===== config.mk =====
export PLATFORM = sky130hd
export DESIGN_NAME = byte_rtc
export DESIGN_NICKNAME = d
export VERILOG_FILES = /design/src/rtl/rtc_pkg.sv /design/src/rtl/rtc_ctrl.sv /design/src/rtl/rtc_dp.sv /design/src/rtl/byte_rtc.sv
export SDC_FILE = /design/constraint.sdc
export NUM_CORES = 1
export LEC_CHECK = 0
export BUFFER_PORTS_ARGS = -buffer_cell sky130_fd_sc_hd__clkbuf_2
export CAP_MARGIN = 20
export CORE_AREA = 2 2 142 144
export DETAILED_ROUTE_END_ITERATION = 10
export DIE_AREA = 0 0 144 146
export PLACE_DENSITY_LB_ADDON = 0.08
export SLEW_MARGIN = 20
export SYNTH_ARGS = -nofsm -noshare
export SYNTH_HDL_FRONTEND = slang
export SYNTH_SLANG_ARGS = --single-unit

===== constraint.sdc =====
create_clock -name clk -period 2.15 [get_ports clk]
set_input_delay 0.215 -clock clk [delete_from_list [all_inputs] [get_ports clk]]
set_output_delay 0.215 -clock clk [all_outputs]
set_load 0.005 [all_outputs]

===== src/rtl/rtc_pkg.sv =====
package rtc_pkg;
  localparam int TIME_BYTES = 4;
  localparam int ADDR_W     = 4;
  localparam int DATA_W     = 8;
  localparam int CNT_W      = DATA_W * TIME_BYTES;

  localparam int OFS_CTRL  = 0;
  localparam int OFS_ACTL  = 1;
  localparam int OFS_STAGE = 2;
  localparam int OFS_LIVE  = OFS_STAGE + TIME_BYTES;
  localparam int OFS_ALARM = OFS_LIVE + TIME_BYTES;
  localparam int OFS_STAT  = OFS_ALARM + TIME_BYTES;

  localparam int EN_BIT  = 7;
  localparam int CLR_BIT = 0;

  typedef struct packed {
    logic                  commit;
    logic [TIME_BYTES-1:0] stageWe;
    logic [TIME_BYTES-1:0] alarmWe;
  } rtc_strb_t;
endpackage


===== src/rtl/rtc_ctrl.sv =====
module rtc_ctrl
  import rtc_pkg::*;
(
  input  logic              clk,
  input  logic              rstN,
  input  logic [ADDR_W-1:0] busAddr,
  input  logic [DATA_W-1:0] busWdata,
  input  logic              busWe,
  input  logic              almHit,
  output rtc_strb_t         strb,
  output logic              cntEn,
  output logic              almEn,
  output logic              pending,
  output logic              ctrlSel,
  output logic [DATA_W-1:0] ctrlRdata
);
  logic ctrlWr, actlWr, statWr;

  assign ctrlWr = busWe && (busAddr == ADDR_W'(OFS_CTRL));
  assign actlWr = busWe && (busAddr == ADDR_W'(OFS_ACTL));
  assign statWr = busWe && (busAddr == ADDR_W'(OFS_STAT));

  for (genvar i = 0; i < TIME_BYTES; i++) begin : g_strb
    assign strb.stageWe[i] = busWe && (busAddr == ADDR_W'(OFS_STAGE + i));
    assign strb.alarmWe[i] = busWe && (busAddr == ADDR_W'(OFS_ALARM + i));
  end
  assign strb.commit = strb.stageWe[0];

  always_ff @(posedge clk) begin
    if (!rstN) begin
      cntEn   <= 1'b0;
      almEn   <= 1'b0;
      pending <= 1'b0;
    end else begin
      if (ctrlWr) cntEn <= busWdata[EN_BIT];
      if (actlWr)      almEn <= busWdata[EN_BIT];
      else if (almHit) almEn <= 1'b0;
      if (almHit)                           pending <= 1'b1;
      else if (statWr && busWdata[CLR_BIT]) pending <= 1'b0;
    end
  end

  always_comb begin
    ctrlSel   = 1'b1;
    ctrlRdata = '0;
    if (busAddr == ADDR_W'(OFS_CTRL))      ctrlRdata[EN_BIT]  = cntEn;
    else if (busAddr == ADDR_W'(OFS_ACTL)) ctrlRdata[EN_BIT]  = almEn;
    else if (busAddr == ADDR_W'(OFS_STAT)) ctrlRdata[CLR_BIT] = pending;
    else                                   ctrlSel = 1'b0;
  end

  AST_ONE_SHOT: assert property (@(posedge clk) disable iff (!rstN)
    almHit && !actlWr |=> !almEn);
  AST_HIT_PENDS: assert property (@(posedge clk) disable iff (!rstN)
    almHit |=> pending);
  AST_PEND_NEEDS_EN: assert property (@(posedge clk) disable iff (!rstN)
    $rose(pending) |-> $past(almEn) && $past(cntEn));
  AST_STICKY: assert property (@(posedge clk) disable iff (!rstN)
    pending && !(statWr && busWdata[CLR_BIT]) |=> pending);
  AST_CLEAR: assert property (@(posedge clk) disable iff (!rstN)
    statWr && busWdata[CLR_BIT] && !almHit |=> !pending);
endmodule


===== src/rtl/rtc_dp.sv =====
module rtc_dp
  import rtc_pkg::*;
(
  input  logic              clk,
  input  logic              rstN,
  input  logic              secTick,
  input  logic              cntEn,
  input  logic              almEn,
  input  rtc_strb_t         strb,
  input  logic [ADDR_W-1:0] busAddr,
  input  logic [DATA_W-1:0] busWdata,
  output logic              almHit,
  output logic [DATA_W-1:0] dpRdata
);
  logic [DATA_W-1:0] stageByte [TIME_BYTES];
  logic [DATA_W-1:0] alarmByte [TIME_BYTES];
  logic [CNT_W-1:0]  cnt, loadVal, alarmVal;

  for (genvar i = 0; i < TIME_BYTES; i++) begin : g_bytes
    always_ff @(posedge clk) begin
      if (!rstN) begin
        stageByte[i] <= '0;
        alarmByte[i] <= '0;
      end else begin
        if (strb.stageWe[i]) stageByte[i] <= busWdata;
        if (strb.alarmWe[i]) alarmByte[i] <= busWdata;
      end
    end
    assign alarmVal[DATA_W*i +: DATA_W] = alarmByte[i];
    if (i == 0) begin : g_low
      assign loadVal[DATA_W-1:0] = busWdata;
    end else begin : g_high
      assign loadVal[DATA_W*i +: DATA_W] = stageByte[i];
    end
  end

  always_ff @(posedge clk) begin
    if (!rstN)                 cnt <= '0;
    else if (strb.commit)      cnt <= loadVal;
    else if (cntEn && secTick) cnt <= cnt + CNT_W'(1);
  end

  assign almHit = secTick && cntEn && almEn && !strb.commit && (cnt == alarmVal);

  always_comb begin
    dpRdata = '0;
    for (int i = 0; i < TIME_BYTES; i++) begin
      if (busAddr == ADDR_W'(OFS_STAGE + i)) dpRdata = stageByte[i];
      if (busAddr == ADDR_W'(OFS_LIVE + i))  dpRdata = cnt[DATA_W*i +: DATA_W];
      if (busAddr == ADDR_W'(OFS_ALARM + i)) dpRdata = alarmByte[i];
    end
  end

  AST_HOLD_WHEN_OFF: assert property (@(posedge clk) disable iff (!rstN)
    !cntEn && !strb.commit |=> $stable(cnt));
  AST_TICK_STEP: assert property (@(posedge clk) disable iff (!rstN)
    cntEn && secTick && !strb.commit |=> cnt == $past(cnt) + CNT_W'(1));
  AST_LOAD_LOW: assert property (@(posedge clk) disable iff (!rstN)
    strb.commit |=> cnt[DATA_W-1:0] == $past(busWdata));
endmodule


===== src/rtl/byte_rtc.sv =====
module byte_rtc
  import rtc_pkg::*;
(
  input  logic       clk,
  input  logic       rstN,
  input  logic       secTick,
  input  logic [3:0] busAddr,
  input  logic [7:0] busWdata,
  input  logic       busWe,
  output logic [7:0] busRdata,
  output logic       alarmIrq
);
  rtc_strb_t         strb;
  logic              cntEn, almEn, pending, almHit, ctrlSel;
  logic [DATA_W-1:0] ctrlRdata, dpRdata;

  rtc_ctrl u_ctrl (
    .clk(clk), .rstN(rstN), .busAddr(busAddr), .busWdata(busWdata), .busWe(busWe),
    .almHit(almHit), .strb(strb), .cntEn(cntEn), .almEn(almEn), .pending(pending),
    .ctrlSel(ctrlSel), .ctrlRdata(ctrlRdata)
  );

  rtc_dp u_dp (
    .clk(clk), .rstN(rstN), .secTick(secTick), .cntEn(cntEn), .almEn(almEn),
    .strb(strb), .busAddr(busAddr), .busWdata(busWdata), .almHit(almHit),
    .dpRdata(dpRdata)
  );

  assign busRdata = ctrlSel ? ctrlRdata : dpRdata;
  assign alarmIrq = pending;

  AST_IRQ_LEVEL: assert property (@(posedge clk) disable iff (!rstN)
    $rose(alarmIrq) |-> $past(almHit));
endmodule


Word-level counts from Yosys, hierarchy flattened
Memory sizes are Yosys's and may differ from the RTL's.
Cells that the tools add are included.
{"block": "word_totals", "regBits": 35, "ramBits": 64, "n_memories": 2}
{"block": "op_classes", "addsub": 1, "eq_ne": 15, "n_mux": 60, "bitwise": 8, "reduce_logical": 21}
{"name": "u_dp.alarmByte", "depth": 4, "word_bits": 8, "rd": 4, "rd_ports_with_merged_regs": 0, "write_ports": 4, "line_no": "rtc_dp.sv:16", "text": "logic [DATA_W-1:0] alarmByte [TIME_BYTES];"}
{"name": "u_dp.stageByte", "depth": 4, "word_bits": 8, "rd": 4, "rd_ports_with_merged_regs": 0, "write_ports": 4, "line_no": "rtc_dp.sv:15", "text": "logic [DATA_W-1:0] stageByte [TIME_BYTES];"}
{"operator": "$mux W8", "count": 21}
{"operator": "$mux W32", "count": 2}
{"operator": "$mux W1", "count": 37}
{"operator": "$add A32 B1 Y32 const B", "count": 1}
{"operator": "$eq A32 B32 Y1", "count": 1}
{"operator": "$eq A4 B4 Y1 const B", "count": 7}
{"operator": "$eq A4 B3 Y1 const B", "count": 4}
{"operator": "$logic_and A1 B1 Y1", "count": 16}
{"operator": "$eq A4 B2 Y1 const B", "count": 2}
{"operator": "$or A1 B1 Y1", "count": 8}
{"operator": "$reduce_bool A2 Y1", "count": 3}
{"operator": "$eq A4 B1 Y1 const B", "count": 1}
{"operator": "$logic_not A4 Y1", "count": 1}
{"operator": "$logic_not A1 Y1", "count": 1}

Longest topological paths before layout
{"block": "logic_depth", "ltp_word": 14, "mapped_depth": 8, "depth_no_buf": 6}

By module
A second synthesis with hierarchy kept.
{"block": "unflattened", "cells_unflattened": 646, "hier_area_um2": 6180.9}
{"mod": "rtc_dp", "instances": 1, "cells_each": 593, "area_each_um2": 5693.0, "seq_area_each_um2": 2562.5}
{"mod": "rtc_ctrl", "instances": 1, "cells_each": 44, "area_each_um2": 356.6, "seq_area_each_um2": 60.1}
{"mod": "byte_rtc", "instances": 1, "cells_each": 9, "area_each_um2": 131.4, "seq_area_each_um2": 0.0}

Least setup slack after synthesis
Ideal clock, no wire load.
{"block": "synth_timing", "path_type": "in2reg", "start": "in busAddr[2]", "end": "mem u_dp.alarmByte[2][0], enable pin", "setup_time_ps": 384, "arrival_time_ps": 1542, "t_required_ps": 1766, "setup_slack_ps": 224, "stages": 5, "path_cell_list": "buf_2 > buf_2 > buf_2 > nand3_1 > o21ai_0"}
{"item": "from (decl)", "line_no": "byte_rtc.sv:7", "text": "input logic [3:0] busAddr,"}
{"item": "to (decl)", "line_no": "rtc_dp.sv:16"}

==> run_results.csv <==
group,metric,value,unit
floorplan,die_x,144,um
power,comb_power_share,12.2,%
cts,postCtsHoldBufs,0,
global_route,grt_pass1_wl,33600,um
worst_setup_path,path_buf_inv,1,
cts,cts.sinks,99,
yosys,async_flop_share,0,%
worst_setup_path,startpoint_type,"flop",
global_route,grt-ovfl-total,0,
yosys,syn_nets,614,
worst_setup_path,timing.rr.start,"u_dp.cnt[0]$_SDFFE_PN0P_",
outcome,violations,"negative setup slack",
finish,drive_gt1_share,21.5,%
yosys,ys_types,60,
worst_setup_path,critPathMaxFanout,2,
yosys,syn_area_per_cell,9.67,um^2
finish,multi_input_area,3010,um^2
finish,final_nets,678,
timing,finClkSkew,0.00809,ns
timing,whs,0.186,ns
yosys,synth-edff-count,64,
floorplan,rows,51,
drt,wl_per_cell,24.7,um
yosys,ys_warn_count,0,
floorplan,io_pins,25,
finish,layout_common_cells,"and2_1, buf_4, edfxtp_1",
drt,drt-total-wl,23000,um
power,p_sw,1.22,mW
finish,seq_area,2630,um^2
drt,post-route-drc-count,0,
power,swShare,26.8,%
worst_setup_path,r2r_end,"u_dp.cnt[26]$_SDFFE_PN0P_",
timing,max_freq,0.464,GHz
drt,drt_iter0_markers,620,
place,place_congestion,0.958,
yosys,synth_top_family_by_area,"simple AND/OR/NAND/NOR gates",
floorplan,fp.dieH,146,um
place,dp_slack,0.0192,ns
drt,antenna_left,0,
worst_setup_path,crit_cells,5,
yosys,synth_adder_area_share,0.217,%
yosys,yosys_register_bits,99,
drt,num_vias,5032,
timing,rsz0062_at_grt,"true",
yosys,ys_seq_area_share,45.4,%
global_route,antenna_found_initial,1,
worst_setup_path,crit_path_end_kind,"primary output",
worst_setup_path,cp.arrival,1.94,ns
yosys,netlist_area,5770,um^2
finish,syn_to_final_growth,20.6,%
yosys,syn_inst,597,
power,ir_drop,0.367,mV
timing,tightest_slew,0.681,ns
timing,setup_viol,1,
worst_setup_path,regToRegSetupSlack,0.19,ns
drt,avgViaCountPerCell,5.40,
timing,fin_crit,2.16,ns
global_route,grt_pass1_vias,4915,
worst_setup_path,cp_top_family,"compound AO/OA/AOI/OAI gates",
place,place.port_buffers,24,
timing,finalCritPeriodShare,100,%
worst_setup_path,worstSetupEndpoint,"busRdata[4]",
yosys,synth_xor_xnor_area_share,9.56,%
worst_setup_path,critical_path_required,1.93,ns
cts,clk_pin_slew_worst_paths,0.07,ns
min_path,min_path_type,"primary input to flop",
cts,clock_path_buffers,2,
power,pwr-share-seq,48.7,%
yosys,synth_compound_area_share,15.8,%
floorplan,initial_core_util,29.9,%
yosys,synth-simple-area-share,22.5,%
power,power.clock.fraction,39.1,%
place,hpwlAfterDp,17600,um
power,power_density,657,nW/um^2
worst_setup_path,criticalPathCategory,"flop to primary output",
worst_setup_path,slowest_stage,"edfxtp_1",
cts,cts_tree,"done",
power,leakagePower,2.65,nW
timing,slew_headroom,54.2,%
worst_setup_path,slowest_delay,0.43,ns
yosys,synthMuxAreaShare,3.12,%
worst_setup_path,cp-startpoint,"u_dp.alarmByte[2][4]$_SDFFCE_PN0P_",
floorplan,die_area,21000,um^2
timing,setup_slack,-0.00620,ns
finish,n_antenna_cell,0,
cts,cts_root_buffer,"clkbuf_16",
floorplan,coreArea,19300,um^2
cts,cts_max_level,3,
worst_setup_path,worstPathCellList,"mux2_2 > a22o_1 > a222oi_1 > a221oi_2 > clkbuf_2",
power,p_int,3.35,mW
outcome,status,"finished with violations",
power,fin_total_pwr,4.57,mW
job,maxCapViolCount,0,
global_route,grt_max_degree,23,
yosys,synth_ff_type,"edfxtp_1",
worst_setup_path,ff2ff_path_depth,6,
global_route,track_usage,22.3,%
finish,fillers,1979,
timing,slew_viol_final,0,
timing,hold_viol,0,
drt,drt_pass1_iterations,5,
cts,insertion_delay,0.36,ns
cts,cts_made_buffers,9,
## tightest hold or removal path, cell delays in order
cell	delay [ns]
clkbuf_2	0.11
nand3_1	0.09
a311oi_1	0.08
## synthesized netlist by cell type (all sizes together) (5+ instances only)
master | number | share of area (%)
a211oi | 13 | 2.0
nor4 | 10 | 1.3
nand4 | 16 | 2.3
nand2b | 5 | 0.54
nor3 | 12 | 1.2
and2 | 64 | 6.9
a21oi | 26 | 2.3
edfxtp | 64 | 33
dfxtp | 35 | 12
a22oi | 5 | 0.65
buf | 19 | 1.7
o21ai | 36 | 3.3
mux2 | 8 | 1.6
clkbuf | 18 | 1.2
xnor2 | 5 | 0.76
a221oi | 6 | 0.91
nand2 | 49 | 3.2
inv | 6 | 0.48
mux2i | 9 | 1.6
xor2 | 58 | 8.8
and3 | 9 | 1.0
nand3 | 29 | 2.5
o21bai | 5 | 0.65
o22ai | 14 | 1.5
nor2 | 34 | 2.2
## cells by family (layout without fill, tap and decap cells)
family	Yosys count	in the layout
xor gates and xnor gates	63	63
and+or+nand+nor	239	239
buffers and inverters	43	112
muxes	17	17
AOI/OAI and AO/OA	135	135
DFF	99	99
adders and majority gates	1	1
## how the worst min path moves through the flow
stage                               from  depth (start not counted)                         to  slack (ns)
4_1_cts                          secTick                          3   u_dp.cnt[1]$_SDFFE_PN0P_        0.19
3_5_place_dp   u_ctrl.almEn$_SDFFE_PN0P_                          2  u_ctrl.almEn$_SDFFE_PN0P_        0.48
5_1_grt                          secTick                          3   u_dp.cnt[1]$_SDFFE_PN0P_        0.21
3_3_place_gp   u_ctrl.almEn$_SDFFE_PN0P_                          2  u_ctrl.almEn$_SDFFE_PN0P_        0.48
2_1_floorplan                busWdata[7]                          2  u_ctrl.almEn$_SDFFE_PN0P_        0.35
6_report                         secTick                          3   u_dp.cnt[1]$_SDFFE_PN0P_        0.19
## routing by layer
| metal | global-route usage (%) | vias to the layer above | share of wire, % | wire length (um) |
|---|---|---|---|---|
| met5 | 0 | - | 0 | 0 |
| met4 | 4.51 | 0 | 1.5 | 351 |
| met3 | 3.13 | 25 | 6.0 | 1370 |
| met2 | 32.4 | 190 | 43 | 9960 |
| met1 | 34.9 | 2509 | 49 | 11300 |
| li1 | - | 2308 | - | - |
## stage by stage
step | setup TNS (ns) | utilization [%] | instances | area (um^2)
final | -0.00620 | 36.0 | 931 | 6960
after global routing | -0.0544 | 36.0 | 931 | 6960
after CTS | -0.0174 | 35.8 | 929 | 6930
after detailed placement | 0 | 34.0 | 913 | 6570
after global placement | 0 | 34.0 | 913 | 6570
after floorplan | 0 | - | 597 | 5770
## power groups by stage
stage / sequential [mW] / clock, mW / combinational [mW]
2_1_floorplan: 2.19 / 0 / 0.290
3_3_place_gp: 2.27 / 0 / 0.540
3_5_place_dp: 2.26 / 0 / 0.537
4_1_cts: 2.22 / 1.81 / 0.549
5_1_grt: 2.23 / 1.87 / 0.597
6_report: 2.22 / 1.79 / 0.558
## state kept, by name, summed over array words and instances (netlist names)
register / cells
u_dp.stageByte: 32
u_ctrl.pending: 1
u_ctrl.almEn: 1
u_dp.cnt: 32
u_dp.alarmByte: 32
u_ctrl.cntEn: 1
## cell type report
| type | instances | area share [%] |
|---|---|---|
| Sequential cell | 99 | 37.8 |
| Clock inverter | 6 | 1.28 |
| Tap cell | 265 | 4.76 |
| Timing Repair Buffer | 90 | 9.20 |
| Multi-Input combinational cell | 455 | 43.3 |
| Clock buffer | 10 | 3.29 |
| Inverter | 6 | 0.395 |
## what timing repair did
action	in CTS	in global routing
pin swaps	2	4
setup endpoints to repair	6	8
gates cloned	0	0
gates resized for setup	7	10
setup buffers	0	2
(Power assumes the default switching activity.)
